### src/rtl/branch_decide.sv
module branch_decide #(
  parameter int AW  = 24,
  parameter int CCW = 5
) (
  input  logic                  clk,
  input  logic                  rst_n,
  input  logic                  valid_i,
  input  logic [47:0]           instr_i,
  input  logic [AW-1:0]         pc_i,
  input  logic [(1<<CCW)-2:0]   flags_x_i,
  input  logic [(1<<CCW)-2:0]   flags_y_i,
  input  logic                  simd_i,
  input  logic [AW-1:0]         idx_i,
  input  logic [AW-1:0]         mod_i,
  output logic                  valid_o,
  output logic                  taken_o,
  output logic [AW-1:0]         target_o,
  output logic                  call_push_o,
  output logic                  loop_pop_o,
  output logic                  pc_pop_o,
  output logic                  delayed_o,
  output logic                  irq_clr_o,
  output logic                  compute_en_o,
  output logic                  illegal_o
);
  localparam int NF = (1 << CCW) - 1;
  localparam logic [CCW-1:0] ALWAYS = CCW'(NF);
  localparam logic [7:0] P_ABS = 8'h06, P_REL = 8'h07, P_IND = 8'h08, P_R6 = 8'h09;

  logic [7:0]     pre;
  logic [CCW-1:0] code;
  logic           is_call, abort, dly, clr, els, cmp;
  assign pre     = instr_i[47:40];
  assign is_call = instr_i[39];
  assign abort   = instr_i[38];
  assign code    = instr_i[37:33];
  assign dly     = instr_i[32];
  assign clr     = instr_i[31];
  assign els     = instr_i[30];
  assign cmp     = instr_i[29];

  logic [NF:0] fx, fy;
  assign fx = {1'b1, flags_x_i};
  assign fy = {1'b1, flags_y_i};

  logic cond_ok, compute_form, known, bad;
  assign cond_ok      = simd_i ? (fx[code] & fy[code]) : fx[code];
  assign compute_form = (pre == P_IND) || (pre == P_R6);
  assign known        = (pre == P_ABS) || (pre == P_REL) || compute_form;
  assign bad          = !known || (compute_form && els && code == ALWAYS);

  logic [AW-1:0] rel24, rel6, tgt;
  assign rel24 = AW'($signed(instr_i[23:0]));
  assign rel6  = AW'($signed(instr_i[5:0]));

  always_comb begin
    case (pre)
      P_ABS:   tgt = AW'(instr_i[23:0]);
      P_REL:   tgt = pc_i + rel24;
      P_IND:   tgt = idx_i + mod_i;
      P_R6:    tgt = pc_i + rel6;
      default: tgt = '0;
    endcase
  end

  logic go, tk;
  assign go = valid_i && !bad;
  assign tk = go && cond_ok;

  always_ff @(posedge clk) begin
    if (!rst_n) begin
      valid_o      <= 1'b0;
      taken_o      <= 1'b0;
      target_o     <= '0;
      call_push_o  <= 1'b0;
      loop_pop_o   <= 1'b0;
      pc_pop_o     <= 1'b0;
      delayed_o    <= 1'b0;
      irq_clr_o    <= 1'b0;
      compute_en_o <= 1'b0;
      illegal_o    <= 1'b0;
    end else begin
      valid_o      <= valid_i;
      taken_o      <= tk;
      target_o     <= go ? tgt : '0;
      call_push_o  <= tk && is_call;
      loop_pop_o   <= tk && !is_call && abort;
      pc_pop_o     <= tk && !is_call && abort;
      delayed_o    <= tk && dly;
      irq_clr_o    <= tk && !is_call && clr;
      compute_en_o <= go && compute_form && cmp && (els ? !cond_ok : 1'b1);
      illegal_o    <= valid_i && bad;
    end
  end

  a_r5_call_no_abort: assert property (@(posedge clk) disable iff (!rst_n)
    call_push_o |-> !loop_pop_o && !pc_pop_o && !irq_clr_o);
  a_r6_pops_need_taken: assert property (@(posedge clk) disable iff (!rst_n)
    (loop_pop_o || pc_pop_o || delayed_o || irq_clr_o || call_push_o) |-> taken_o);
  a_r10_illegal_quiet: assert property (@(posedge clk) disable iff (!rst_n)
    illegal_o |-> !taken_o && !compute_en_o && target_o == '0 && valid_o);
  a_r11_idle_follows: assert property (@(posedge clk) disable iff (!rst_n)
    !valid_i |=> !valid_o && !taken_o && !illegal_o && !compute_en_o);
  a_r11_valid_follows: assert property (@(posedge clk) disable iff (!rst_n)
    valid_i |=> valid_o);
  a_r6_pop_pair: assert property (@(posedge clk) disable iff (!rst_n)
    $rose(loop_pop_o) |-> pc_pop_o);
endmodule

### config.mk
export PLATFORM = sky130hd
export DESIGN_NAME = branch_decide
export DESIGN_NICKNAME = d
export VERILOG_FILES = /design/src/rtl/branch_decide.sv
export SDC_FILE = /design/constraint.sdc
export NUM_CORES = 1
export LEC_CHECK = 0
export ABC_AREA = 0
export BUFFER_PORTS_ARGS = -buffer_cell sky130_fd_sc_hd__clkbuf_2
export CELL_PAD_IN_SITES_DETAIL_PLACEMENT = 1
export CELL_PAD_IN_SITES_GLOBAL_PLACEMENT = 1
export CORE_ASPECT_RATIO = 0.8
export CORE_UTILIZATION = 30
export CTS_CLUSTER_SIZE = 8
export DETAILED_ROUTE_END_ITERATION = 10
export GPL_ROUTABILITY_DRIVEN = 1
export PLACE_DENSITY = 0.9
export SLEW_MARGIN = 15
export SYNTH_ARGS = -nofsm -noshare
export SYNTH_HDL_FRONTEND = slang
export SYNTH_SLANG_ARGS = --single-unit
### constraint.sdc
create_clock -name clk -period 5.12 [get_ports clk]
set_input_delay 1.024 -clock clk [delete_from_list [all_inputs] [get_ports clk]]
set_output_delay 1.024 -clock clk [all_outputs]
set_load 0.01 [all_outputs]
After elaboration in Yosys (flattened, before gate mapping)

Index checks and enable logic that the tools add are counted.

Add/sub/neg operators: 3
Magnitude comparators: 1
Equality and inequality tests: 5
Mux-type cells: 7
Bitwise operators: 1
Reduce and logical (&&, ||, !) cells: 22

Operator list:

| operator             | number |
|---|---|
| $pmux W24 S4         | 1 |
| $add A24 B24 Y24     | 3 |
| $eq A8 B3 Y1 const B | 2 |
| $eq A8 B4 Y1 const B | 2 |
| $logic_and A1 B1 Y1  | 13 |
| $bmux W1 S5          | 2 |
| $lt A5 B6 Y1 const B | 1 |
| $eq A5 B5 Y1 const B | 1 |
| $logic_not A1 Y1     | 4 |
| $logic_or A1 B1 Y1   | 4 |
| $mux W1              | 4 |
| $reduce_and A2 Y1    | 1 |
| $and A1 B1 Y1        | 1 |

Bits in registers: 32
Input bits: 186
Output and inout port bits: 33
Logic and storage cells: 48

Depth between registers and ports, before layout

Depth after elaboration: 10
Mapped depth: 16
Gate-level depth less buffers: 14

Worst setup path after synthesis

No wires, ideal clock.

Path kind: input to register
Start point: input instr_i[45]
End point: register target_o[20]
Setup time: 128 ps
Arrival time: 4409 ps
Data required time: 4992 ps
Slack: 583 ps
Stages: 16
Buffers on the path: 2
Cells stage by stage: or4_1 -> nor2_1 -> and3_1 -> clkbuf_1 -> clkbuf_1 -> a21o_1 -> ha_1 -> a211oi_1 -> o21ai_0 -> a311oi_1 -> o31ai_1 -> a21oi_1 -> o21ai_1 -> xor2_1 -> a222oi_1 -> nor2_1

Word-level cells in the longest chain between the ends: 8
Elaborated cells between the ends (all ways): 15
Those cells by class: eq/ne (4); mux (1); reduce/logical (10)

RTL lines:

| element                                                          | line       | source |
|---|---|---|
| start, declared                                                  | 8          | `input logic [47:0] instr_i,` |
| $eq A8 B3 Y1 / $eq A8 B4 Y1 (equally long branches)              | 49, 57, 48 |  |
| $logic_or A1 B1 Y1, on equally long branches                     | 49, 48     |  |
| $logic_or A1 B1 Y1 / $logic_and A1 B1 Y1 (equally long branches) | 49, 50     |  |
| $logic_not A1 Y1 / $logic_and A1 B1 Y1 (equally long branches)   | 50         | `assign bad = !known \|\| (compute_form && els && code == ALWAYS);` |
| $logic_or A1 B1 Y1                                               | 50         |  |
| $logic_not A1 Y1                                                 | 67         | `assign go = valid_i && !bad;` |
| $logic_and A1 B1 Y1                                              | 67         |  |
| $reduce_and A2 Y1 (no source line)                               | -          |  |
| end signal, assigned                                             | 85         | `target_o <= go ? tgt : '0;` |
| end, declared                                                    | 17         | `output logic [AW-1:0] target_o,` |

Parallel ways exist; a longest one is shown, timed or not.
A chain may end at the register's enable or synchronous reset.

Worst setup path in the final report

Ends and elaborated chain as after synthesis.

==> metrics.yaml <==
status: "complete, no violations"
path_class: "in2reg"
synth_compound_area_share_pct: 29.7
grt_use_total_pct: 22.2
crit_family: "compound AO/OA/AOI/OAI gates"
critPathLaunchType: "input pin"
start_util_pct: 31.0
worstHoldStart: "instr_i[39]"
firstDrtPassIters: 6
vdd_drop_max_mv: 0.129
clockBufferDepth: 2
synth.distinct_cells: 64
ys.flop_type: "dfxtp_1"
critPathMaxStageDelay_ns: 0.57
cts_setup_buffers: 0
cts_tree: "built"
nFillCells: 1617
vias: 4586
viasPerCell: 5.32
synth_top_family_by_area: "compound AO/OA/AOI/OAI gates"
cap_violations: 0
die_height_microns: 105
multi_input_area_sq_mm: 0.00326
drive_gt1_share_pct: 37.7
grt_pass1_wl_mm: 24.7
synthToLayoutAreaGrowth_pct: 36.5
yosys.area_share.simple_pct: 16.9
syn-cell-area_sq_mm: 0.00400
gr-total-overflow: 0
die_area_sq_mm: 0.0138
ys_seq_elements: 32
startpoint: "instr_i[45]"
rows: 37
die_w_microns: 131
antenna_found_initial: 0
switching_power_uw: 350
hp-class: "in2reg"
critPathBufInv: 1
register_area_sq_um: 641
wirelength_mm: 15.2
finish.utilization_pct: 42.3
first_iter_violations: 249
leakage_nw: 2.62
avgSynthCellArea_sq_um: 8.43
synthXorXnorAreaFrac_pct: 8.53
clock_sinks: 32
synth_top_area_share_pct: 16.0
remaining_drc_errors: 0
synthCells: 475
synth.net_count: 710
critical_path_required_ns: 5.28
combPwrFrac_pct: 42.7
slew_headroom_pct: 33.5
pwr-share-seq_pct: 23.9
grt_pass1_vias: 4842
hpwlAfterDp_mm: 12.8
cts-buffers-inserted: 5
synth_adder_area_share_pct: 15.7
fmax_ghz: 0.225
synth_edf_count: 0
ioPinCount: 219
final_nets: 921
synth-seq-area-share_pct: 16.0
p_int_uw: 696
diodes: 0
io_buffers: 213
holdBufCountCts: 0
gp_congestion: 0.873
path_cells: "clkbuf_2, or4_1, nor2_1, nand2_1, a21o_1, ha_1, a211oi_1, o21ai_0, a311oi_1, o31ai_1, a21oi_1, o21ai_1, xor2_1, a222oi_1, nor2_1"
cp_common_cell: "nor2_1"
cts_max_level: 2
rsz0062_at_grt: "false"
switching_share_pct: 33.5
synthTopCellsByArea: "dfxtp_1 (16%), ha_1 (15%), mux4_2 (9.0%), xnor2_1 (5.7%), a21o_1 (5.3%)"
crit_slowest_cell: "or4_1"
grt_max_degree: 26
setup_viol: 0
coreArea_sq_mm: 0.0129
worstSetupEndpointType: "flip-flop"
cts.repair.resized: 0
cp_data_arrival_time_ns: 4.61
tns_ns: 0
fin_crit_ns: 4.45
power.density_mw_per_mm2: 191
async_flop_share_pct: 0
drv_slew: 0
yosysWarnings: 0
cts_root_buf: "clkbuf_16"
clkPwrFrac_pct: 33.4
synth_area_leader_cell: "dfxtp_1"
wl_per_cell_microns: 17.6
post-route-period-util_pct: 86.9
hold_viol: 0
path_clk_slew_ns: 0.06
worst_pin_slew_ns: 0.993
synth_mux_area_share_pct: 10.3
critical_path.max_fanout: 6
antenna_left: 0
-- Yosys cell counts, types with 5 or more instances --
cell	number
a211oi_1	12
a21o_1	28
a21oi_1	42
a222oi_1	14
a22oi_1	8
and3_1	6
clkbuf_1	11
dfxtp_1	32
ha_1	47
inv_1	10
mux4_2	16
nand2_1	29
nand2b_1	6
nand3_1	10
nor2_1	35
nor2b_1	8
nor3_1	9
o21a_1	6
o21ai_0	23
o21ai_1	6
o21bai_1	5
xnor2_1	26
xor2_1	13
-- flip-flops by register name (all words and copies together) (netlist names) --
register and cells:
compute_en_o 1, taken_o 1, pc_pop_o 1, target_o 24, delayed_o 1, valid_o 1, irq_clr_o 1, illegal_o 1
call_push_o 1
-- metal layers --
layer	GRT usage, %	vias up	share of wire, %
met5	0	-	0
met1	25.5	2130	41
li1	-	2256	-
met3	5.44	19	7.6
met2	41.3	181	50
met4	4.79	0	1.8
-- cell type report --
class | count | share of cell area [%]
inverter | 11 | 0.756
clock inverter | 3 | 0.779
clock buffer | 5 | 2.29
tap | 175 | 4.01
timing repair buffer | 222 | 20.8
multi-input combinational | 414 | 59.7
sequential | 32 | 11.7
-- placed cells by master (no fill, tap or decap), types with 3 or more instances in the layout --
| master | synthesis | final |
|---|---|---|
| o21ai_0 | 23 | 23 |
| nor2_1 | 35 | 35 |
| o21bai_1 | 5 | 5 |
| o21ai_1 | 6 | 6 |
| or3_1 | 4 | 4 |
| nor2b_1 | 8 | 8 |
| xor2_1 | 13 | 13 |
| o21a_1 | 6 | 6 |
| a21o_1 | 28 | 28 |
| a21oi_1 | 42 | 42 |
| nor3_1 | 9 | 7 |
| nand2_1 | 29 | 29 |
| and2_1 | 3 | 3 |
| nand2b_1 | 6 | 6 |
| a31oi_1 | 4 | 4 |
| dfxtp_1 | 32 | 32 |
| a32oi_1 | 4 | 4 |
| a211oi_1 | 12 | 11 |
| a22oi_1 | 8 | 8 |
| mux2i_1 | 4 | 4 |
| ha_1 | 47 | 47 |
| buf_4 | 1 | 9 |
| clkbuf_16 | 0 | 5 |
| and3_1 | 6 | 6 |
| xnor2_1 | 26 | 26 |
| inv_1 | 10 | 10 |
| nand3_1 | 10 | 10 |
| a222oi_1 | 14 | 14 |
| mux4_2 | 16 | 16 |
| clkbuf_2 | 0 | 213 |
| nand4_1 | 4 | 4 |
| nand3b_1 | 4 | 4 |
-- power by group through the flow --
stage	clock network, mW	logic (mW)	registers (mW)
floorplan	0	0.288	0.256
global placement	0	0.427	0.256
detailed placement	0	0.441	0.256
CTS	0.358	0.445	0.250
global route	0.371	0.493	0.250
finish	0.349	0.446	0.250
-- path summary, 6_finish.rpt --
kind | to | slack (ns) | cells past startpoint
max | target_o[20]$_SDFF_PN0_ | 0.67 | 15
min | pc_pop_o$_SDFF_PN0_ | 0.94 | 2
-- cells by family after synthesis --
| group | count (synthesis) |
|---|---|
| compound gates | 172 |
| simple gates | 133 |
| fa+ha+maj | 49 |
| xor+xnor | 39 |
| flops | 32 |
| buf+inv | 29 |
| mux | 21 |
-- through the flow --
| step | hold slack (ns) | power, mW | instance area, sq um | instances | worst slack (ns) |
|---|---|---|---|---|---|
| after floorplan | 1.10 | 0.544 | 4000 | 475 | 0.583 |
| after global placement | 1.23 | 0.682 | 5300 | 854 | 0.404 |
| after detailed placement | 1.24 | 0.697 | 5300 | 854 | 0.350 |
| after CTS | 0.940 | 1.05 | 5460 | 862 | 0.637 |
| after global routing | 0.937 | 1.11 | 5460 | 862 | 0.272 |
| final | 0.944 | 1.05 | 5460 | 862 | 0.670 |
Note: power is estimated with default switching activity, not from simulation.
